==> config.mk <==
export PLATFORM = sky130hd
export DESIGN_NAME = uart_rx_core
export DESIGN_NICKNAME = d
export VERILOG_FILES = /design/src/rtl/uart_rx_pkg.sv /design/src/rtl/uart_rx_sync.sv /design/src/rtl/uart_rx_baud.sv /design/src/rtl/uart_rx_fsm.sv /design/src/rtl/uart_rx_core.sv
export SDC_FILE = /design/constraint.sdc
export NUM_CORES = 1
export LEC_CHECK = 0
export BUFFER_PORTS_ARGS = -buffer_cell sky130_fd_sc_hd__buf_2
export CAP_MARGIN = 20
export CORE_UTILIZATION = 40
export DETAILED_ROUTE_END_ITERATION = 12
export PLACE_DENSITY = 0.57
export SYNTH_ARGS = -nofsm -noshare
export SYNTH_HDL_FRONTEND = slang
export SYNTH_SLANG_ARGS = --single-unit
==> constraint.sdc <==
create_clock -name clk -period 6 [get_ports clk]
set_input_delay 0.6 -clock clk [delete_from_list [all_inputs] [get_ports clk]]
set_output_delay 0.6 -clock clk [all_outputs]
set_load 0.005 [all_outputs]
==> src/rtl/uart_rx_pkg.sv <==
`timescale 1ns/1ps
package uart_rx_pkg;

    localparam int OS_RATE = 16;

    typedef enum logic [2:0] {
        ST_IDLE,
        ST_START,
        ST_DATA,
        ST_PARITY,
        ST_STOP
    } rx_state_t;

endpackage

==> src/rtl/uart_rx_sync.sv <==
`timescale 1ns/1ps
module uart_rx_sync #(
    parameter int STAGES = 2
) (
    input  logic clk,
    input  logic rst_n,
    input  logic d,
    output logic q
);
    logic [STAGES-1:0] chain;

    always_ff @(posedge clk or negedge rst_n) begin
        if (!rst_n) begin
            chain <= '1;
        end else begin
            chain <= {chain[STAGES-2:0], d};
        end
    end

    assign q = chain[STAGES-1];
endmodule

==> src/rtl/uart_rx_baud.sv <==
`timescale 1ns/1ps
module uart_rx_baud #(
    parameter int DIV_W = 8
) (
    input  logic             clk,
    input  logic             rst_n,
    input  logic             clr,
    input  logic [DIV_W-1:0] div,
    output logic             tick
);
    logic [DIV_W-1:0] cnt;

    always_ff @(posedge clk or negedge rst_n) begin
        if (!rst_n) begin
            cnt <= '0;
        end else if (clr || cnt == div) begin
            cnt <= '0;
        end else begin
            cnt <= cnt + 1'b1;
        end
    end

    assign tick = !clr && (cnt == div);
endmodule

==> src/rtl/uart_rx_fsm.sv <==
`timescale 1ns/1ps
module uart_rx_fsm
    import uart_rx_pkg::*;
#(
    parameter int MAX_BITS = 9
) (
    input  logic                clk,
    input  logic                rst_n,
    input  logic                rx_en,
    input  logic                tick,
    input  logic                rxd,
    input  logic [1:0]          data_len,
    input  logic                par_en,
    input  logic                par_odd,
    input  logic                two_stop,
    input  logic                rd_strobe,
    output logic                baud_clr,
    output logic [MAX_BITS-1:0] rx_data,
    output logic                rx_full,
    output logic                ovr_err,
    output logic                frm_err,
    output logic                par_err,
    output logic                rx_irq
);
    localparam int CNT_W = $clog2(MAX_BITS + 1);
    localparam int OS_W  = $clog2(OS_RATE);
    localparam logic [OS_W-1:0] OS_MID  = OS_W'(OS_RATE / 2 - 1);
    localparam logic [OS_W-1:0] OS_LAST = OS_W'(OS_RATE - 1);

    rx_state_t state, state_nx;

    logic [OS_W-1:0]     os_cnt;
    logic [CNT_W-1:0]    bit_cnt;
    logic [CNT_W-1:0]    nbits;
    logic [MAX_BITS-1:0] shreg;
    logic                par_acc;
    logic                frm_seen;
    logic                stop_idx;

    logic sample, start_ok, start_bad, last_data, last_stop;
    logic done, penult, ovr_hit;

    always_comb begin
        unique case (data_len)
            2'b00:   nbits = CNT_W'(MAX_BITS - 2);
            2'b10:   nbits = CNT_W'(MAX_BITS);
            default: nbits = CNT_W'(MAX_BITS - 1);
        endcase
    end

    assign sample    = tick && (os_cnt == OS_LAST);
    assign start_ok  = (state == ST_START) && tick && (os_cnt == OS_MID) && !rxd;
    assign start_bad = (state == ST_START) && tick && (os_cnt == OS_MID) && rxd;
    assign last_data = (bit_cnt == nbits - 1'b1);
    assign last_stop = (stop_idx == two_stop);
    assign done      = rx_en && (state == ST_STOP) && sample && last_stop;

    always_comb begin
        if (two_stop) begin
            penult = (state == ST_STOP) && sample && !stop_idx;
        end else if (par_en) begin
            penult = (state == ST_PARITY) && sample;
        end else begin
            penult = (state == ST_DATA) && sample && last_data;
        end
    end

    assign ovr_hit  = rx_en && penult && rx_full && !rd_strobe;
    assign baud_clr = (state == ST_IDLE);

    // state register
    always_ff @(posedge clk or negedge rst_n) begin
        if (!rst_n) begin
            state <= ST_IDLE;
        end else begin
            state <= state_nx;
        end
    end

    // transitions
    always_comb begin
        state_nx = state;
        unique case (state)
            ST_IDLE: begin
                if (rx_en && !rxd) state_nx = ST_START;
            end
            ST_START: begin
                if (start_ok)       state_nx = ST_DATA;
                else if (start_bad) state_nx = ST_IDLE;
            end
            ST_DATA: begin
                if (sample && last_data) state_nx = par_en ? ST_PARITY : ST_STOP;
            end
            ST_PARITY: begin
                if (sample) state_nx = ST_STOP;
            end
            ST_STOP: begin
                if (sample && last_stop) state_nx = ST_IDLE;
            end
            default: state_nx = ST_IDLE;
        endcase
        if (!rx_en) state_nx = ST_IDLE;
    end

    // frame datapath
    always_ff @(posedge clk or negedge rst_n) begin
        if (!rst_n) begin
            os_cnt   <= '0;
            bit_cnt  <= '0;
            shreg    <= '0;
            par_acc  <= 1'b0;
            frm_seen <= 1'b0;
            stop_idx <= 1'b0;
        end else begin
            if (state == ST_IDLE) begin
                os_cnt <= '0;
            end else if (state == ST_START) begin
                if (tick) os_cnt <= (os_cnt == OS_MID) ? '0 : os_cnt + 1'b1;
            end else if (tick) begin
                os_cnt <= os_cnt + 1'b1;
            end

            if (start_ok) begin
                bit_cnt  <= '0;
                par_acc  <= 1'b0;
                frm_seen <= 1'b0;
                stop_idx <= 1'b0;
            end
            if (state == ST_DATA && sample) begin
                shreg   <= {rxd, shreg[MAX_BITS-1:1]};
                bit_cnt <= bit_cnt + 1'b1;
                par_acc <= par_acc ^ rxd;
            end
            if (state == ST_PARITY && sample) begin
                par_acc <= par_acc ^ rxd;
            end
            if (state == ST_STOP && sample) begin
                stop_idx <= 1'b1;
                if (!rxd) frm_seen <= 1'b1;
            end
        end
    end

    // buffer, flags and interrupt
    always_ff @(posedge clk or negedge rst_n) begin
        if (!rst_n) begin
            rx_data <= '0;
            rx_full <= 1'b0;
            ovr_err <= 1'b0;
            frm_err <= 1'b0;
            par_err <= 1'b0;
            rx_irq  <= 1'b0;
        end else begin
            rx_irq <= 1'b0;
            if (!rx_en) begin
                ovr_err <= 1'b0;
                frm_err <= 1'b0;
                par_err <= 1'b0;
            end else begin
                if (ovr_hit) ovr_err <= 1'b1;
                if (done) begin
                    rx_data <= shreg >> (CNT_W'(MAX_BITS) - nbits);
                    frm_err <= frm_seen | !rxd;
                    par_err <= par_en & (par_acc ^ par_odd);
                    rx_irq  <= 1'b1;
                end
            end
            if (done)           rx_full <= 1'b1;
            else if (rd_strobe) rx_full <= 1'b0;
        end
    end

    p_idle_when_off_r1: assert property (@(posedge clk) disable iff (!rst_n)
        !rx_en |=> (state == ST_IDLE));

    p_false_start_r2: assert property (@(posedge clk) disable iff (!rst_n)
        start_bad |=> (state == ST_IDLE));

    p_irq_sets_full_r5: assert property (@(posedge clk) disable iff (!rst_n)
        rx_irq |-> rx_full);

    p_irq_single_r5: assert property (@(posedge clk) disable iff (!rst_n)
        rx_irq |=> !rx_irq);

    p_ovr_cause_r7: assert property (@(posedge clk) disable iff (!rst_n)
        $rose(ovr_err) |-> $past(rx_full) && !$past(rd_strobe));

    p_frm_hold_r8: assert property (@(posedge clk) disable iff (!rst_n)
        (rx_en && $past(rx_en) && !rx_irq) |-> $stable(frm_err));

    p_par_hold_r9: assert property (@(posedge clk) disable iff (!rst_n)
        (rx_en && $past(rx_en) && !rx_irq) |-> $stable(par_err));

    p_flags_clear_r11: assert property (@(posedge clk) disable iff (!rst_n)
        !rx_en |=> !ovr_err && !frm_err && !par_err);
endmodule

==> src/rtl/uart_rx_core.sv <==
`timescale 1ns/1ps
module uart_rx_core #(
    parameter int DIV_W    = 8,
    parameter int MAX_BITS = 9
) (
    input  logic                clk,
    input  logic                rst_n,
    input  logic                rx_en,
    input  logic [DIV_W-1:0]    baud_div,
    input  logic [1:0]          data_len,
    input  logic                par_en,
    input  logic                par_odd,
    input  logic                two_stop,
    input  logic                rxd,
    input  logic                rd_strobe,
    output logic [MAX_BITS-1:0] rx_data,
    output logic                rx_full,
    output logic                ovr_err,
    output logic                frm_err,
    output logic                par_err,
    output logic                err_sum,
    output logic                rx_irq
);
    logic rxd_s;
    logic tick;
    logic baud_clr;

    uart_rx_sync #(.STAGES(2)) u_sync (
        .clk   (clk),
        .rst_n (rst_n),
        .d     (rxd),
        .q     (rxd_s)
    );

    uart_rx_baud #(.DIV_W(DIV_W)) u_baud (
        .clk   (clk),
        .rst_n (rst_n),
        .clr   (baud_clr),
        .div   (baud_div),
        .tick  (tick)
    );

    uart_rx_fsm #(.MAX_BITS(MAX_BITS)) u_fsm (
        .clk       (clk),
        .rst_n     (rst_n),
        .rx_en     (rx_en),
        .tick      (tick),
        .rxd       (rxd_s),
        .data_len  (data_len),
        .par_en    (par_en),
        .par_odd   (par_odd),
        .two_stop  (two_stop),
        .rd_strobe (rd_strobe),
        .baud_clr  (baud_clr),
        .rx_data   (rx_data),
        .rx_full   (rx_full),
        .ovr_err   (ovr_err),
        .frm_err   (frm_err),
        .par_err   (par_err),
        .rx_irq    (rx_irq)
    );

    assign err_sum = ovr_err | frm_err | par_err;

    p_sum_follows_r10: assert property (@(posedge clk) disable iff (!rst_n)
        $rose(frm_err) |-> err_sum);
endmodule

==> flow_summary.ini <==
[global_route]
gr-total-overflow = 0
grt_pass1_vias = 1810
track_usage = 0.179
grt_util_met2 = 0.279
met3_usage = 0.0427
grt.busiest_layer = met2
grt_max_degree = 48
grt_pass1_wl_um = 8910
grtUsageMet1 = 0.245
antenna_found_initial = 0

[critical_path]
path_cells = xor2_1 > nor4_4 > nand2_1 > nor4_4 > mux2_1
crit_path_max_fanout = 13
cp-start-kind = flip-flop
required_ps = 6190
reg2regPathDepth = 5
crit_slowest_cell = nor4_4
worstReg2RegStart = u_baud.cnt[2]
criticalPathCategory = flip-flop to flip-flop
cp.arrival_ps = 3150
ff2ff_setup_slack_ps = 3050
slowest_delay_ps = 870
crit_path_end_kind = flip-flop
crit_family = simple AND/OR/NAND/NOR gates
r2r_end = u_fsm.rx_data[0]
path_buf_inv = 0
cpMostUsedCell = nor4_4

[yosys]
synthTopCellsByCount = 45 x dfrtp_1, 21 x nand2_1, 19 x nor2_1
yosysSeqAreaShare = 0.471
synthDistinctLibCells = 52
synth_area_leaders = dfrtp_1 45%, mux2_1 5.4%, xor2_1 5.3%
synth.most_common_cell = dfrtp_1
syn_inst = 235
syn_area_per_cell_um2 = 10.6
async_reset_ff_frac = 1.00
synth-edff-count = 0
ys_seq_elements = 47
synth_top_area_share = 0.450
yosys_warnings = 0
yosys_most_used_dff = dfrtp_1
syn-cell-area_um2 = 2500
yosys.area.top_type = dfrtp_1
syn_nets = 256

[routing]
remaining_drc_errors = 0
routed_wl_um = 5140
drtIter0Drc = 144
vias = 1884
drtPass1Iterations = 4
vias_per_cell = 5.49
ant_nets = 0
wl_per_cell_um = 15.0

[layout]
diodes = 0
fillers = 587
fin_util = 0.474
seq_area_um2 = 1180
drive_gt1_frac = 0.209
multi_input_area_um2 = 1260
synthToLayoutAreaGrowth_pct = 13.7
layout.nets = 288

[timing]
finalMaxSlewViolations = 0
setup_ws_ps = 3050
tns_ps = 0
min_period_ps = 2950
period_share = 0.492
rsz0062_at_grt = false
worstMarginPinSlew_ps = 908
finalSetupViolations = 0
fmaxAchievable_ghz = 0.338
finClkSkew_ps = 12.3
slew_headroom = 0.390
report.final.hold_viol_count = 0

[floorplan]
initial_core_util = 0.417
ioPinCount = 33
dieArea_um2 = 6570
fp.dieH_um = 81.1
fp-row-count = 28
die_w_um = 81.1
coreArea_um2 = 5990

[pwr]
power_leakage_uw = 0.00141
p_per_area_nw_per_um2 = 240
ir_worst_vdd_v = 0.000103

[clock_network]
cts_setup_buffers = 0
cts_hold_buf = 0
cts_tree = yes
clk_pin_slew_ps = 100
ctsResizeCount = 0
clock_sinks = 47
cts_root_buffer = clkbuf_8
insertion_delay_ps = 310
clockBufferDepth = 2
cts_buffers = 5
cts_htree_levels = 2

[placed_design]
place_ws_ps = 2720
hpwl_um = 3610
gp_congestion = 0.864
portBuffers = 32

[job]
cap_viol_max_count = 0

[run_status]
outcome = finished clean

[min_path]
min_path_type = input port to async pin
[layer usage]
metal  vias up  share of wire
met2        41           0.46
met5         -              0
met1       915           0.49
met4         0          0.015
met3        11          0.035
li1        917              -
[state kept, by name, summed over array words and instances, names as in the netlist]
signal	cells
u_baud.cnt	8
u_fsm.bit_cnt	4
u_fsm.frm_err	1
u_fsm.frm_seen	1
u_fsm.os_cnt	4
u_fsm.ovr_err	1
u_fsm.par_acc	1
u_fsm.par_err	1
u_fsm.rx_data	9
u_fsm.rx_full	1
u_fsm.rx_irq	1
u_fsm.shreg	9
u_fsm.state	3
u_fsm.stop_idx	1
u_sync.chain	2
[report_power, final]
part | total (µW) | switching, µW | internal, µW
Combinational | 92.8 | 60.4 | 32.4
Clock | 243 | 118 | 126
Sequential | 346 | 18.8 | 327
[stage by stage]
step                      instance area (µm²)  hold WS [ps]  cells  total power (µW)
after floorplan                          2500           304    235               414
after global placement                   2730           346    335               446
after detailed placement                 2730           349    335               446
after CTS                                2840           370    343               693
after global routing                     2840           361    343               719
final                                    2840           364    343               682
[area by class of cell]
cell class                 instances  area share
sequential                        47       0.415
clock inverter                     3      0.0163
tap                               75      0.0330
clock buffer                       5      0.0242
timing repair buffer              33      0.0590
inverter                           7     0.00925
multi-input combinational        173       0.443
[cell families (layout without fill, tap and decap cells)]
| kind of cell | count (synthesis) | after routing | synth area share |
|---|---|---|---|
| compound gates | 42 | 42 | 0.120 |
| simple gates | 80 | 80 | 0.177 |
| mux | 30 | 30 | 0.129 |
| xor+xnor | 18 | 18 | 0.0631 |
| flops | 47 | 47 | 0.471 |
| fa+ha+maj | 3 | 3 | 0.0150 |
| buf+inv | 15 | 48 | 0.0245 |
[cells in the final DEF (no fill, tap or decap), types with 3 or more instances in the layout]
cell type / netlist / final
dfrtp_1: 45 / 45
buf_2: 1 / 32
nand2_1: 21 / 21
nor2_1: 19 / 19
xor2_1: 15 / 15
nand3_1: 12 / 12
mux2_1: 12 / 12
o21ai_0: 12 / 12
mux2i_1: 12 / 12
inv_1: 7 / 7
mux2_2: 6 / 6
or3_1: 5 / 5
clkbuf_8: 0 / 5
nor3_1: 4 / 4
a21oi_1: 4 / 4
nor4_4: 3 / 3
and3_1: 3 / 3
xnor2_1: 3 / 3
nand4_1: 3 / 3
ha_1: 3 / 3
[worst max-delay path by stage]
stage                   from          endpoint  slack (ps)  cells past startpoint
2_1_floorplan    baud_div[3]  u_fsm.rx_data[2]        3620                      6
3_3_place_gp     baud_div[3]  u_fsm.rx_data[7]        2780                      6
3_5_place_dp     baud_div[3]  u_fsm.rx_data[7]        2720                      6
4_1_cts        u_baud.cnt[2]  u_fsm.rx_data[0]        2990                      5
5_1_grt        u_baud.cnt[2]  u_fsm.rx_data[0]        2760                      5
6_report       u_baud.cnt[2]  u_fsm.rx_data[0]        3050                      5
No activity file was read; power rests on OpenSTA's default activity.
